[src/rtl/gpio_bank_pkg.sv]
package gpio_bank_pkg;

   // Register word indices; the order is the bank's address map.
   localparam int unsigned RI_DIR    = 0;
   localparam int unsigned RI_OUT    = 1;
   localparam int unsigned RI_OSET   = 2;
   localparam int unsigned RI_OCLR   = 3;
   localparam int unsigned RI_IN     = 4;
   localparam int unsigned RI_RSET   = 5;
   localparam int unsigned RI_RCLR   = 6;
   localparam int unsigned RI_FSET   = 7;
   localparam int unsigned RI_FCLR   = 8;
   localparam int unsigned RI_STAT   = 9;
   localparam int unsigned NUM_REGS  = 10;
   localparam int unsigned SEL_W     = 4;

   typedef struct packed {
      logic dir_we;
      logic oset_we;
      logic oclr_we;
      logic rset_we;
      logic rclr_we;
      logic fset_we;
      logic fclr_we;
      logic stat_we;
   } wr_strobes_t;

endpackage

[src/rtl/gpio_sync.sv]
module gpio_sync #(
   parameter int unsigned WIDTH  = 32,
   parameter int unsigned STAGES = 2
) (
   input  logic             clk,
   input  logic             rst_n,
   input  logic [WIDTH-1:0] async_in,
   output logic [WIDTH-1:0] sync_out
);

   generate
      if (STAGES < 2) begin : g_bad_stages
         $error("gpio_sync: STAGES must be at least 2");
      end
      if (WIDTH < 1) begin : g_bad_width
         $error("gpio_sync: WIDTH must be at least 1");
      end
   endgenerate

   logic [WIDTH-1:0] chain_q [STAGES];

   generate
      for (genvar s = 0; s < STAGES; s++) begin : g_stage
         if (s == 0) begin : g_first
            always_ff @(posedge clk or negedge rst_n) begin
               if (!rst_n) chain_q[s] <= '0;
               else        chain_q[s] <= async_in;
            end
         end else begin : g_next
            always_ff @(posedge clk or negedge rst_n) begin
               if (!rst_n) chain_q[s] <= '0;
               else        chain_q[s] <= chain_q[s-1];
            end
         end
      end
   endgenerate

   assign sync_out = chain_q[STAGES-1];

endmodule

[src/rtl/gpio_setclr_reg.sv]
module gpio_setclr_reg #(
   parameter int unsigned         WIDTH     = 32,
   parameter logic [WIDTH-1:0]    RESET_VAL = '0
) (
   input  logic             clk,
   input  logic             rst_n,
   input  logic             set_we,
   input  logic             clr_we,
   input  logic [WIDTH-1:0] wmask,
   output logic [WIDTH-1:0] q
);

   generate
      if (WIDTH < 1) begin : g_bad_width
         $error("gpio_setclr_reg: WIDTH must be at least 1");
      end
   endgenerate

   logic [WIDTH-1:0] set_bits;
   logic [WIDTH-1:0] clr_bits;

   assign set_bits = set_we ? wmask : '0;
   assign clr_bits = clr_we ? wmask : '0;

   always_ff @(posedge clk or negedge rst_n) begin
      if (!rst_n) q <= RESET_VAL;
      else        q <= (q | set_bits) & ~clr_bits;
   end

   // bits written through the set port are high afterwards
   a_r6_set_bits_high: assert property (@(posedge clk) disable iff (!rst_n)
      (set_we && !clr_we) |=> ((q & $past(wmask)) == $past(wmask)));

   // bits written through the clear port are low afterwards
   a_r6_clr_bits_low: assert property (@(posedge clk) disable iff (!rst_n)
      (clr_we && !set_we) |=> ((q & $past(wmask)) == '0));

   // no write leaves the word unchanged
   a_r6_hold: assert property (@(posedge clk) disable iff (!rst_n)
      (!set_we && !clr_we) |=> $stable(q));

endmodule

[src/rtl/gpio_edge_status.sv]
module gpio_edge_status #(
   parameter int unsigned WIDTH = 32
) (
   input  logic             clk,
   input  logic             rst_n,
   input  logic [WIDTH-1:0] level,
   input  logic [WIDTH-1:0] rise_en,
   input  logic [WIDTH-1:0] fall_en,
   input  logic             clr_we,
   input  logic [WIDTH-1:0] clr_mask,
   output logic [WIDTH-1:0] status
);

   logic [WIDTH-1:0] prev_q;
   logic [WIDTH-1:0] hit;
   logic [WIDTH-1:0] drop;

   always_ff @(posedge clk or negedge rst_n) begin
      if (!rst_n) prev_q <= '0;
      else        prev_q <= level;
   end

   generate
      for (genvar b = 0; b < WIDTH; b++) begin : g_bit
         assign hit[b] = (level[b] & ~prev_q[b] & rise_en[b]) |
                         (~level[b] & prev_q[b] & fall_en[b]);
      end
   endgenerate

   assign drop = clr_we ? clr_mask : '0;

   // A fresh edge outranks a simultaneous clear.
   always_ff @(posedge clk or negedge rst_n) begin
      if (!rst_n) status <= '0;
      else        status <= (status & ~drop) | hit;
   end

   // set bits survive any cycle without a clear write
   a_r7_sticky: assert property (@(posedge clk) disable iff (!rst_n)
      !clr_we |=> ((status & $past(status)) == $past(status)));

   // a newly raised bit belongs to a pin with some edge enabled
   a_r7_gated: assert property (@(posedge clk) disable iff (!rst_n)
      1'b1 |=> ((status & ~$past(status) & ~($past(rise_en) | $past(fall_en))) == '0));

   // a rising level on an enabled pin during a clear still leaves the bit set
   a_r9_edge_wins: assert property (@(posedge clk) disable iff (!rst_n)
      clr_we |=> ((status & ($past(level) & ~$past(prev_q) & $past(rise_en)))
                  == ($past(level) & ~$past(prev_q) & $past(rise_en))));

endmodule

[src/rtl/gpio_edge_bank.sv]
module gpio_edge_bank #(
   parameter int unsigned PINS        = 32,
   parameter int unsigned DATA_W      = 32,
   parameter int unsigned ADDR_W      = 6,
   parameter int unsigned SYNC_STAGES = 2
) (
   input  logic              clk,
   input  logic              rst_n,
   input  logic              bus_req,
   input  logic              bus_we,
   input  logic [ADDR_W-1:0] bus_addr,
   input  logic [DATA_W-1:0] bus_wdata,
   output logic [DATA_W-1:0] bus_rdata,
   input  logic [PINS-1:0]   pin_in,
   output logic [PINS-1:0]   pin_out,
   output logic [PINS-1:0]   pin_oe
);

   import gpio_bank_pkg::*;

   localparam int unsigned IDX_W = ADDR_W - 2;

   generate
      if (PINS < 1 || PINS > DATA_W) begin : g_bad_pins
         $error("gpio_edge_bank: PINS must be 1..DATA_W");
      end
      if (ADDR_W < 6) begin : g_bad_addr
         $error("gpio_edge_bank: ADDR_W too small for the register map");
      end
   endgenerate

   // ---------------- address decode ----------------
   logic [IDX_W-1:0]  idx;
   logic              hit_map;
   logic [SEL_W-1:0]  sel;
   logic [NUM_REGS-1:0] wr_onehot;
   wr_strobes_t       wr;

   assign idx     = bus_addr[ADDR_W-1:2];
   assign hit_map = (bus_addr[1:0] == 2'b00) && (idx < IDX_W'(NUM_REGS));
   assign sel     = hit_map ? idx[SEL_W-1:0] : '1;

   generate
      for (genvar r = 0; r < NUM_REGS; r++) begin : g_wstb
         assign wr_onehot[r] = bus_req && bus_we && hit_map && (idx == IDX_W'(r));
      end
   endgenerate

   assign wr.dir_we  = wr_onehot[RI_DIR];
   assign wr.oset_we = wr_onehot[RI_OSET];
   assign wr.oclr_we = wr_onehot[RI_OCLR];
   assign wr.rset_we = wr_onehot[RI_RSET];
   assign wr.rclr_we = wr_onehot[RI_RCLR];
   assign wr.fset_we = wr_onehot[RI_FSET];
   assign wr.fclr_we = wr_onehot[RI_FCLR];
   assign wr.stat_we = wr_onehot[RI_STAT];

   logic [PINS-1:0] wmask;
   assign wmask = bus_wdata[PINS-1:0];

   // ---------------- direction ----------------
   logic [PINS-1:0] dir_q;

   always_ff @(posedge clk or negedge rst_n) begin
      if (!rst_n)         dir_q <= '1;
      else if (wr.dir_we) dir_q <= wmask;
   end

   // ---------------- set/clear words ----------------
   logic [PINS-1:0] out_q;
   logic [PINS-1:0] rise_q;
   logic [PINS-1:0] fall_q;

   gpio_setclr_reg #(.WIDTH(PINS), .RESET_VAL('0)) u_out (
      .clk(clk), .rst_n(rst_n), .set_we(wr.oset_we), .clr_we(wr.oclr_we),
      .wmask(wmask), .q(out_q));

   gpio_setclr_reg #(.WIDTH(PINS), .RESET_VAL('0)) u_rise (
      .clk(clk), .rst_n(rst_n), .set_we(wr.rset_we), .clr_we(wr.rclr_we),
      .wmask(wmask), .q(rise_q));

   gpio_setclr_reg #(.WIDTH(PINS), .RESET_VAL('0)) u_fall (
      .clk(clk), .rst_n(rst_n), .set_we(wr.fset_we), .clr_we(wr.fclr_we),
      .wmask(wmask), .q(fall_q));

   // ---------------- input path ----------------
   logic [PINS-1:0] level_s;
   logic [PINS-1:0] stat_q;

   gpio_sync #(.WIDTH(PINS), .STAGES(SYNC_STAGES)) u_sync (
      .clk(clk), .rst_n(rst_n), .async_in(pin_in), .sync_out(level_s));

   gpio_edge_status #(.WIDTH(PINS)) u_edge (
      .clk(clk), .rst_n(rst_n), .level(level_s), .rise_en(rise_q),
      .fall_en(fall_q), .clr_we(wr.stat_we), .clr_mask(wmask), .status(stat_q));

   // ---------------- read path ----------------
   function automatic logic [DATA_W-1:0] widen(input logic [PINS-1:0] v);
      logic [DATA_W-1:0] w;
      w = '0;
      w[PINS-1:0] = v;
      return w;
   endfunction

   logic [DATA_W-1:0] rd_mux;

   always_comb begin
      case (sel)
         SEL_W'(RI_DIR):  rd_mux = widen(dir_q);
         SEL_W'(RI_OUT),
         SEL_W'(RI_OSET),
         SEL_W'(RI_OCLR): rd_mux = widen(out_q);
         SEL_W'(RI_IN):   rd_mux = widen(level_s);
         SEL_W'(RI_RSET),
         SEL_W'(RI_RCLR): rd_mux = widen(rise_q);
         SEL_W'(RI_FSET),
         SEL_W'(RI_FCLR): rd_mux = widen(fall_q);
         SEL_W'(RI_STAT): rd_mux = widen(stat_q);
         default:         rd_mux = '0;
      endcase
   end

   always_ff @(posedge clk or negedge rst_n) begin
      if (!rst_n)                 bus_rdata <= '0;
      else if (bus_req && !bus_we) bus_rdata <= rd_mux;
   end

   assign pin_out = out_q;
   assign pin_oe  = ~dir_q;

   // direction only moves on a write to its own offset
   a_r2_dir_hold: assert property (@(posedge clk) disable iff (!rst_n)
      !(bus_req && bus_we && bus_addr == ADDR_W'(0)) |=> $stable(pin_oe));

   // writes other than to the set/clear data offsets leave pin_out alone
   a_r4_out_untouched: assert property (@(posedge clk) disable iff (!rst_n)
      !(bus_req && bus_we && (bus_addr == ADDR_W'(8) || bus_addr == ADDR_W'(12)))
      |=> $stable(pin_out));

   // read data holds while no read is requested
   a_r10_rdata_hold: assert property (@(posedge clk) disable iff (!rst_n)
      !(bus_req && !bus_we) |=> $stable(bus_rdata));

endmodule

[config.mk]
export PLATFORM = sky130hd
export DESIGN_NAME = gpio_edge_bank
export DESIGN_NICKNAME = d
export VERILOG_FILES = /design/src/rtl/gpio_bank_pkg.sv /design/src/rtl/gpio_sync.sv /design/src/rtl/gpio_setclr_reg.sv /design/src/rtl/gpio_edge_status.sv /design/src/rtl/gpio_edge_bank.sv
export SDC_FILE = /design/constraint.sdc
export NUM_CORES = 1
export LEC_CHECK = 0
export BUFFER_PORTS_ARGS = -buffer_cell sky130_fd_sc_hd__buf_2
export CELL_PAD_IN_SITES_DETAIL_PLACEMENT = 0
export CELL_PAD_IN_SITES_GLOBAL_PLACEMENT = 2
export CORE_UTILIZATION = 37
export DETAILED_ROUTE_END_ITERATION = 10
export MAX_ROUTING_LAYER = met4
export PLACE_DENSITY_LB_ADDON = 0.12
export SLEW_MARGIN = 20
export SYNTH_ARGS = -nofsm -noshare
export SYNTH_HDL_FRONTEND = slang
export SYNTH_SLANG_ARGS = --single-unit
[constraint.sdc]
create_clock -name clk -period 4.7 [get_ports clk]
set_clock_uncertainty 0.2 [all_clocks]
set_input_delay 0.235 -clock clk [delete_from_list [all_inputs] [get_ports clk]]
set_output_delay 0.235 -clock clk [all_outputs]
set_load 0.05 [all_outputs]
==> metrics.cfg <==
[yosys]
synth.top_cells.by_count = dfrtp_1 (256), a21oi_1 (192), o21ai_0 (94)
synth_area_leader_cell = dfrtp_1
ys_types = 40
syn_avg_cell_area_sq_um = 10.8
syn_inst = 1096
synthSimpleGateAreaFrac_pct = 12.2
synth_most_common_cell = dfrtp_1
synth_compound_area_share_pct = 21.1
async_flop_share_pct = 100
synth_top_family_by_area = compound AO/OA/AOI/OAI gates
synth-adder-area-share_pct = 0
yosysSeqAreaShare_pct = 61.1
yosys_warnings = 0
ys_ff_latch = 288
synthesis.nets = 1170
synth_ff_type = dfrtp_1
synth_xor_area_share_pct = 0.0738
synth_area_leaders = dfrtp_1 (54%), a21oi_1 (8.1%), dfstp_2 (7.1%)
synth_top_area_share_pct = 54.0
synthMuxAreaShare_pct = 0.570
synth_edf_count = 0
syn-cell-area_sq_mm = 0.0119

[place]
place_congestion = 0.784
post-dp-hpwl_um = 22900
port_buffers = 169

[global_routing]
grtUsageTotal_pct = 24.6
grt_pass1_wl_um = 59300
grt_pass1_vias = 9457
grt_max_degree = 124
antenna_found_initial = 0
grt_overflow = 0

[cells_and_area]
area.growth.synth_to_final_pct = 25.8
drive_gt1_share_pct = 22.0
nets = 1387
antenna_cells = 0
post-route-util_pct = 47.3

[timing]
fin_tns_setup_ps = 0
fmax_mhz = 371
rsz0062_at_grt = no
finalSetupViolCount = 0
maxSlewViolCount = 0
final_hold_viol_count = 0
finalCriticalPeriod_ps = 2700
layout_worst_path_cycle_share_pct = 57.4
maxSlewHeadroom_pct = 26.6
tightestPinTransition_ps = 1100

[run]
cap_viol_max_count = 0

[clock_tree]
cts_tree = built
htreeDepth = 2
clock-sinks = 288
insertion_delay_ps = 500
post_cts_resized = 0
cts.reportedPaths.clkPinSlew_ps = 60
ctsHoldBuffers = 65
cts_buffers = 35
cts_buffer_depth = 3
postCtsSetupBuffers = 0
cts-root-buf = clkbuf_16

[setup_path]
worstPathMaxFanout = 20
criticalPathCategory = primary input to flip-flop
cp-end-kind = flip-flop
cp.arrival_ps = 2870
cp.required_ps = 4880
start_kind = primary input

[floorplan]
core_area_sq_mm = 0.0316
num_rows = 65
ioPinCount = 170
die-area_sq_mm = 0.0328
die_h_um = 181
die_x_um = 181
start_util_pct = 37.6

[worst_hold_path]
hold_class = flip-flop to flip-flop

[status]
status = finished clean

[drt]
viasPerCell = 5.55
wirelength_um = 38400
vias = 9666
drc = 0
post_drt_wl_per_cell_um = 22.1
drt_iter0_markers = 644
firstDrtPassIters = 5
postRouteAntennaNets = 0

[pwr]
leakage_nw = 6.40
vdd_drop_max_uv = 250
p_per_area_mw_per_mm2 = 403

cell usage in the layout, fill, tap and decap left out, drive strengths merged, types with 26 or more instances in the layout:
cell,Yosys,routed
dfrtp,256,256
buf,36,193
a21oi,192,192
o21ai,99,99
inv,66,66
dlygate4sd3,0,65
nand2,64,64
clkbuf,42,60
o211ai,56,56
nand3,51,51
and3,48,48
nand3b,32,32
dfstp,32,32
nor3b,26,26
state kept, by name, summed over array words and instances (netlist names):
name	flops
u_out.q	32
dir_q	32
u_sync.sync_out	32
u_fall.q	32
bus_rdata	32
u_rise.q	32
u_edge.prev_q	32
u_sync.chain_q	32
u_edge.status	32
kinds of logic (layout without fill, tap and decap cells):
group                  count (synthesis)  after routing
XOR/XNOR                               1              1
multiplexers                           6              6
AO/OA/AOI/OAI                        415            415
flip-flops                           288            288
buffers and inverters                144            387
AND/OR/NAND/NOR                      242            242
stage by stage:
stage / hold WS, ps / power, mW / worst slack (ps) / instances / instance area [sq um]
floorplan: -261 / 3.15 / 2790 / 1096 / 11900
global placement: 132 / 3.43 / 1620 / 1612 / 13200
detailed placement: 135 / 3.44 / 1500 / 1613 / 13200
CTS: 146 / 6.09 / 2000 / 1741 / 14900
global route: 150 / 6.27 / 1870 / 1741 / 14900
finish: 145 / 6.02 / 2000 / 1741 / 14900
worst max-delay path, cell delays in order:
cell     delay (ps)
buf_2           560
inv_1           410
or2_2           450
nor3_4          660
buf_4           410
a21oi_1         120
report_power, final:
group	total (mW)	internal (mW)	switching (mW)
registers	2.78	2.65	0.123
logic	0.653	0.196	0.457
clock network	2.59	1.57	1.02
total	6.02	4.42	1.59
path summary, 6_finish.rpt:
| check | startpoint | to | slack, ps | cells past startpoint |
|---|---|---|---|---|
| min in group asynchronous | rst_n | u_sync.chain_q[38]$_DFF_PN0_ | 190 | 2 |
| min reg2reg | u_sync.chain_q[47]$_DFF_PN0_ | u_sync.sync_out[15]$_DFF_PN0_ | 150 | 0 |
| max in group asynchronous | rst_n | bus_rdata[2]$_DFFE_PN0P_ | 2850 | 3 |
| max reg2reg | u_sync.sync_out[9]$_DFF_PN0_ | bus_rdata[9]$_DFFE_PN0P_ | 2830 | 4 |
| min | u_sync.chain_q[47]$_DFF_PN0_ | u_sync.sync_out[15]$_DFF_PN0_ | 150 | 0 |
| max | bus_addr[3] | u_rise.q[0]$_DFF_PN0_ | 2000 | 6 |
layout make-up:
cell class,count,area (sq um)
fill,2972,16600
sequential,288,7250
multi-input combinational,664,4140
timing repair buffer,258,1690
clock buffer,60,1050
tap,402,503
inverter,66,248
clock inverter,3,43.8
layer usage:
metal  vias to the layer above  share of wire (%)  GRT usage, %
met5                         -                  0             -
met4                         0                1.7          5.76
met3                        51                4.8          3.06
met2                       295                 46          37.3
met1                      4869                 47          35.0
li1                       4451                  -             -
Note: power is estimated with default switching activity, not from simulation.
